<file path="src/rtl/secid_pkg.sv">
package secid_pkg;
    localparam int WORD_W     = 16;
    localparam int SEG_WORDS  = 8;
    localparam int IDX_W      = $clog2(SEG_WORDS);
    localparam logic [15:0] UNLOCK_ADDR_A = 16'h5555;
    localparam logic [15:0] UNLOCK_ADDR_B = 16'h2AAA;
    localparam logic [7:0]  KEY_A      = 8'hAA;
    localparam logic [7:0]  KEY_B      = 8'h55;
    localparam logic [7:0]  OP_QUERY   = 8'h88;
    localparam logic [7:0]  OP_LEAVE   = 8'hF0;
    localparam logic [7:0]  OP_PROGRAM = 8'hA5;
    localparam logic [7:0]  OP_LOCK    = 8'h85;
    localparam logic [12:0] USER_BASE  = 13'd2;   // word addresses 10h..17h
    localparam logic [12:0] FACT_BASE  = 13'd0;   // word addresses 00h..07h

    typedef enum logic [1:0] {
        SQ_IDLE,
        SQ_KEY1,
        SQ_KEY2,
        SQ_ARMED
    } seq_state_e;
endpackage

</file>
<file path="src/rtl/secid_decode.sv">
module secid_decode
    import secid_pkg::*;
(
    input  logic              clk,
    input  logic              rst_n,
    input  logic              wr_en,
    input  logic [15:0]       addr,
    input  logic [WORD_W-1:0] wdata,
    input  logic              busy,
    output logic              query_mode,
    output logic              locked,
    output logic              pgm_go,
    output logic [IDX_W-1:0]  pgm_idx,
    output logic [WORD_W-1:0] pgm_data
);
    typedef struct packed {
        seq_state_e st;
        logic       query;
        logic       lock;
    } dec_t;

    dec_t s_d, s_q;
    logic [7:0] op;

    assign op = wdata[7:0];

    always_comb begin
        s_d      = s_q;
        pgm_go   = 1'b0;
        pgm_idx  = addr[IDX_W-1:0];
        pgm_data = wdata;
        if (wr_en && !busy) begin
            unique case (s_q.st)
                SQ_IDLE: begin
                    if (addr == UNLOCK_ADDR_A && op == KEY_A) begin
                        s_d.st = SQ_KEY1;
                    end else if (op == OP_LEAVE) begin
                        s_d.query = 1'b0;
                    end
                end
                SQ_KEY1: begin
                    s_d.st = (addr == UNLOCK_ADDR_B && op == KEY_B) ? SQ_KEY2 : SQ_IDLE;
                end
                SQ_KEY2: begin
                    s_d.st = SQ_IDLE;
                    if (addr == UNLOCK_ADDR_A) begin
                        case (op)
                            OP_QUERY:   s_d.query = 1'b1;
                            OP_LEAVE:   s_d.query = 1'b0;
                            OP_PROGRAM: s_d.st    = SQ_ARMED;
                            OP_LOCK:    s_d.lock  = 1'b1;
                            default:    s_d.st    = SQ_IDLE;
                        endcase
                    end
                end
                SQ_ARMED: begin
                    s_d.st = SQ_IDLE;
                    if (!s_q.lock && addr[15:IDX_W] == USER_BASE) begin
                        pgm_go = 1'b1;
                    end
                end
                default: s_d.st = SQ_IDLE;
            endcase
        end
    end

    always_ff @(posedge clk) begin
        if (!rst_n) begin
            s_q <= '{st: SQ_IDLE, query: 1'b0, lock: 1'b0};
        end else begin
            s_q <= s_d;
        end
    end

    assign query_mode = s_q.query;
    assign locked     = s_q.lock;
endmodule

</file>
<file path="src/rtl/secid_pgm_timer.sv">
module secid_pgm_timer #(
    parameter int PROG_CYCLES = 20
) (
    input  logic clk,
    input  logic rst_n,
    input  logic pgm_go,
    output logic busy,
    output logic done
);
    localparam int CNT_W = $clog2(PROG_CYCLES + 1);
    localparam logic [CNT_W-1:0] LOAD = CNT_W'(PROG_CYCLES);

    logic [CNT_W-1:0] cnt_d, cnt_q;

    always_comb begin
        cnt_d = cnt_q;
        if (pgm_go) begin
            cnt_d = LOAD;
        end else if (cnt_q != '0) begin
            cnt_d = cnt_q - 1'b1;
        end
    end

    always_ff @(posedge clk) begin
        if (!rst_n) cnt_q <= '0;
        else        cnt_q <= cnt_d;
    end

    assign busy = (cnt_q != '0);
    assign done = (cnt_q == CNT_W'(1));
endmodule

</file>
<file path="src/rtl/secid_store.sv">
module secid_store
    import secid_pkg::*;
#(
    parameter logic [SEG_WORDS*WORD_W-1:0] FACTORY_ID = '0
) (
    input  logic              clk,
    input  logic              rst_n,
    input  logic              rd_en,
    input  logic [15:0]       addr,
    input  logic              query_mode,
    input  logic              busy,
    input  logic              pgm_go,
    input  logic [IDX_W-1:0]  pgm_idx,
    input  logic [WORD_W-1:0] pgm_data,
    input  logic              done,
    output logic [WORD_W-1:0] rdata
);
    localparam int TOG_BIT = 6;

    typedef struct packed {
        logic [SEG_WORDS-1:0][WORD_W-1:0] user;
        logic [IDX_W-1:0]                 idx;
        logic [WORD_W-1:0]                mask;
        logic                             tog;
        logic [WORD_W-1:0]                rd;
    } st_t;

    st_t s_d, s_q;
    logic [SEG_WORDS-1:0][WORD_W-1:0] fact_words;

    generate
        for (genvar g = 0; g < SEG_WORDS; g++) begin : g_fact
            assign fact_words[g] = FACTORY_ID[g*WORD_W +: WORD_W];
        end
    endgenerate

    always_comb begin
        s_d = s_q;
        if (pgm_go) begin
            s_d.idx  = pgm_idx;
            s_d.mask = pgm_data;
        end
        if (done) begin
            s_d.user[s_q.idx] = s_q.user[s_q.idx] & s_q.mask;
        end
        if (rd_en) begin
            if (busy) begin
                s_d.tog         = ~s_q.tog;
                s_d.rd          = '0;
                s_d.rd[TOG_BIT] = ~s_q.tog;
            end else if (!query_mode) begin
                s_d.rd = '1;
            end else if (addr[15:IDX_W] == FACT_BASE) begin
                s_d.rd = fact_words[addr[IDX_W-1:0]];
            end else if (addr[15:IDX_W] == USER_BASE) begin
                s_d.rd = s_q.user[addr[IDX_W-1:0]];
            end else begin
                s_d.rd = '1;
            end
        end
    end

    always_ff @(posedge clk) begin
        if (!rst_n) begin
            s_q <= '{user: '1, idx: '0, mask: '1, tog: 1'b0, rd: '1};
        end else begin
            s_q <= s_d;
        end
    end

    assign rdata = s_q.rd;
endmodule

</file>
<file path="src/rtl/secid_cmd_ctrl.sv">
module secid_cmd_ctrl
    import secid_pkg::*;
#(
    parameter int PROG_CYCLES = 20,
    parameter logic [SEG_WORDS*WORD_W-1:0] FACTORY_ID =
        128'h0123_4567_89AB_CDEF_FEDC_BA98_7654_3210
) (
    input  logic        clk,
    input  logic        rst_n,
    input  logic        wr_en,
    input  logic        rd_en,
    input  logic [15:0] addr,
    input  logic [15:0] wdata,
    output logic [15:0] rdata,
    output logic        busy
);
    logic              query_mode;
    logic              locked;
    logic              pgm_go;
    logic [IDX_W-1:0]  pgm_idx;
    logic [WORD_W-1:0] pgm_data;
    logic              done;

    secid_decode u_dec (
        .clk        (clk),
        .rst_n      (rst_n),
        .wr_en      (wr_en),
        .addr       (addr),
        .wdata      (wdata),
        .busy       (busy),
        .query_mode (query_mode),
        .locked     (locked),
        .pgm_go     (pgm_go),
        .pgm_idx    (pgm_idx),
        .pgm_data   (pgm_data)
    );

    secid_pgm_timer #(.PROG_CYCLES(PROG_CYCLES)) u_tmr (
        .clk    (clk),
        .rst_n  (rst_n),
        .pgm_go (pgm_go),
        .busy   (busy),
        .done   (done)
    );

    secid_store #(.FACTORY_ID(FACTORY_ID)) u_store (
        .clk        (clk),
        .rst_n      (rst_n),
        .rd_en      (rd_en),
        .addr       (addr),
        .query_mode (query_mode),
        .busy       (busy),
        .pgm_go     (pgm_go),
        .pgm_idx    (pgm_idx),
        .pgm_data   (pgm_data),
        .done       (done),
        .rdata      (rdata)
    );
endmodule

</file>
<file path="config.mk">
export PLATFORM = sky130hd
export DESIGN_NAME = secid_cmd_ctrl
export DESIGN_NICKNAME = d
export VERILOG_FILES = /design/src/rtl/secid_pkg.sv /design/src/rtl/secid_decode.sv /design/src/rtl/secid_pgm_timer.sv /design/src/rtl/secid_store.sv /design/src/rtl/secid_cmd_ctrl.sv
export SDC_FILE = /design/constraint.sdc
export NUM_CORES = 1
export LEC_CHECK = 0
export BUFFER_PORTS_ARGS = -buffer_cell sky130_fd_sc_hd__buf_2
export CAP_MARGIN = 10
export CORE_MARGIN = 8
export CORE_UTILIZATION = 65
export CTS_BUF_LIST = sky130_fd_sc_hd__clkbuf_8
export CTS_CLUSTER_DIAMETER = 150
export DETAILED_ROUTE_END_ITERATION = 16
export PLACE_DENSITY = 0.84
export SLEW_MARGIN = 10
export SYNTH_ARGS = -nofsm -noshare
export SYNTH_HDL_FRONTEND = slang
export SYNTH_HIERARCHICAL = 1
export SYNTH_SLANG_ARGS = --single-unit
</file>
<file path="constraint.sdc">
create_clock -name clk -period 7.6 [get_ports clk]
set_clock_uncertainty 0.15 [all_clocks]
set_input_delay 0.38 -clock clk [delete_from_list [all_inputs] [get_ports clk]]
set_output_delay 0.38 -clock clk [all_outputs]
set_load 0.01 [all_outputs]
</file>
==> summary.md <==
| Metric | Value |
|---|---|
| Run status | `finished clean` |
| CP Capture Type | `register` |
| DRT Wirelength | `24.50 mm` |
| Fill count | `949` |
| Die ar. | `17360 µm²` |
| Nets@finish | `approximately 900` |
| Post-synthesis cell area | `8710 µm²` |
| Drt via density | `~7.1` |
| Yosys Warn Count | `6` |
| Critical path class | `reg -> reg` |
| Reg clk slew, reported paths | `0.09 ns` |
| Via count | `7514` |
| Synth Register Bits | `173` |
| Pre-antenna DRT Iters | `6` |
| Worst hold path type | `in -> reg` |
| Post-route clock period utilization | `0.3959` |
| Total power | `2.129 mW` |
| Slew Limit Fails | `0` |
| Clock Path Buffers | `2` |
| Critical Path Source Type | `register` |
| Instance count on the critical path | `10` |
| Highest clock rate | `332.4 MHz` |
| Most frequent cells in the layout | `nand2_1, dfxtp_1, o211ai_1` |
| Worst hold stages | `3` |
| Reg2Reg Depth | `10` |
| # rows | `42` |
| Leakage power | `3.796 nW` |
| Clk_lat worst skew | `0.48 ns` |
| Least-Margin Pin Slew | `1.145 ns` |
| Die X | `131.8 µm` |
| Clk sink count | `around 170` |
| WP data required | `just under 8 ns` |
| Core ar. | `about 13000 µm²` |
| Yosys cell types | `57` |
| Largest net degree at the start of global routing | `116` |
| Initial antenna violation count | `0` |
| Clock tree root buffer cell | `clkbuf_8` |
| Die Span Y | `131.8 µm` |
| Post-DP HPWL | `~15 mm` |
| Arr. time, crit path | `3.16 ns` |
| DRT iter0 DRCs | `1109` |
| Sequential-to-total area share from yosys stat | `0.3976` |
| Vias in the first global route | `7325` |
| Synthesis-to-finish area growth | `4.698%` |
| Initial Utilization | `0.6603` |
| GRT Total Usage | `0.2816` |
| Max stage delay on crit path | `0.56 ns` |
| Layout cells sized above 1 | `0.1763` |
| GRT overflow | `0` |
| Total setup buffers inserted after CTS | `0` |
| VDD IR-drop max | `98.93 µV` |
| First-pass GRT wire length | `around 40 mm` |
| Final hold violation count | `0` |
| Pwr dens | `approximately 230 nW/µm²` |
| # DRC | `0` |
| Routability cong. | `approximately 0.94` |
| Slew headroom | `0.2364` |
| Syn_area_per_cell | `9.808 µm²` |
| RSZ-0062 raised after global routing | `false` |
| Top FF cell, synth | `dfxtp_1` |
| Asr flop ratio synth | `0` |
| Setup-failing EPs final | `0` |
| H-tree levels | `4` |
| Tmin final | `3.009 ns` |
| Most common cell after layout, fill and taps aside | `nand2_1` |
| Setup TNS | `0 ns` |
| Buf+Inv Stages, Crit Path | `3` |
| Critical path's top delay family | `simple AND/OR/NAND/NOR gates` |
| N_diodes | `0` |
| CTS tree | `done` |
| Mean routed wirelength per cell | `23.09 µm` |
| Synthesized Nets | `927` |
| Io pins | `53` |
| Total CTS buffers | `17` |
| Worst-path fanout max | `27` |
| Post-route ant nets | `0` |
| Crit-path cells | `inv_1 > ha_1 > nor4b_2 > inv_1 > nor2b_1 > nand3_1 > nor3_2 > buf_4 > mux2i_1 > nand2_1` |
| EDFF count, synth | `0` |
| Crit path max-delay cell type | `nor4b_2` |
| Most used cell, CP | `inv_1` |
| Syn Inst Count | `888` |
| MaxCap Viol Count | `0` |
| Number of port buffers | `52` |
## worst reg2reg max path, delay by kind of cell, from the launching register on
kind / cells / cell delay, ns
DFF: 1 / 0.37
buffers and inverters: 3 / 0.74
adders and majority gates: 1 / 0.16
and+or+nand+nor: 5 / 1.16
muxes: 1 / 0.28
## sequential cells by signal (all words and copies together), names as in the netlist
register,cells
u_dec/locked,1
u_dec/query_mode,1
u_dec/s_q,2
u_store/rdata,16
u_store/s_q,148
u_tmr/cnt_q,5
## synthesized netlist by cell type, types with 10 or more instances
cell type  instances  area [µm²]
nand2_1          181       679.4
dfxtp_1          173        3463
o211ai_1         129       968.4
mux4_2            52        1171
buf_4             44       330.3
clkbuf_1          38       142.6
mux2i_1           37       370.4
nand3_1           33       165.2
nand3b_1          19       142.6
inv_1             18       67.56
buf_2             16       80.08
nand4_1           14       87.58
nor2_1            14       52.55
nor2b_1           11       68.82
nand2b_1          10       62.56
## final timing paths
check | from | endpoint | slack, ns
worst min-delay path | wdata[0] | u_store/s_q[17] | 0.05
worst max register to register | u_tmr/cnt_q[0] | u_store/s_q[19] | 4.59
worst min register to register | u_store/rdata[3] | u_store/rdata[3] | 0.34
worst max-delay path | u_tmr/cnt_q[0] | u_store/s_q[19] | 4.59
## report_power, final
part / total (mW) / switching, mW / leakage, nW / internal, mW
Combinational: 0.470 / 0.281 / 2.20 / 0.190
Sequential: 1.04 / 0.0631 / 1.41 / 0.979
Clock: 0.617 / 0.339 / 0.192 / 0.278
## routing by layer
metal  track usage  routed length, µm
met5             0                  0
met4        0.1666               1161
met3       0.07279               2784
met2        0.4263              10950
met1        0.3576               9595
## cell families (layout without fill, tap and decap cells)
| group | count (synthesis) | in the layout | share of synthesized area |
|---|---|---|---|
| buffers and inverters | 122 | 119 | 0.07815 |
| flip-flops | 173 | 173 | 0.3976 |
| multiplexers | 93 | 93 | 0.1891 |
| adder cells (fa/ha/maj) | 3 | 3 | 0.004310 |
| XOR/XNOR | 1 | 1 | 0.001006 |
| AND/OR/NAND/NOR | 318 | 318 | 0.1767 |
| AO/OA/AOI/OAI | 178 | 178 | 0.1531 |
## per-stage QoR
| stage | util | hold slack, ns | setup WS, ns | cell area [µm²] | cells |
|---|---|---|---|---|---|
| after floorplan | - | 0.2888 | 4.426 | 8710 | 888 |
| after global placement | 0.6565 | 0.3009 | 4.879 | 8660 | 1021 |
| after detailed placement | 0.6565 | 0.3199 | 4.680 | 8660 | 1021 |
| after CTS | 0.6913 | 0.02154 | 4.654 | 9119 | 1061 |
| after global routing | 0.6913 | 0.03799 | 4.387 | 9119 | 1061 |
| final | 0.6913 | 0.04969 | 4.591 | 9119 | 1061 |
## cell type report
cell class / count / area [µm²] / share of cell area
Multi-Input combinational cell: 593 / 4576 / 0.5018
Sequential cell: 173 / 3466 / 0.3801
Timing Repair Buffer: 69 / 410.4 / 0.04501
Clock buffer: 19 / 261.5 / 0.02868
Tap cell: 176 / 220.2 / 0.02415
Clock inverter: 13 / 117.6 / 0.01290
Inverter: 18 / 67.56 / 0.007409
## repair_timing
| action | CTS | global route |
|---|---|---|
| gates resized for setup | 0 | 0 |
| endpoints found under the hold margin | 8 | 0 |
| hold buffers | 8 | 0 |
Power figures use the tool's default switching activity.
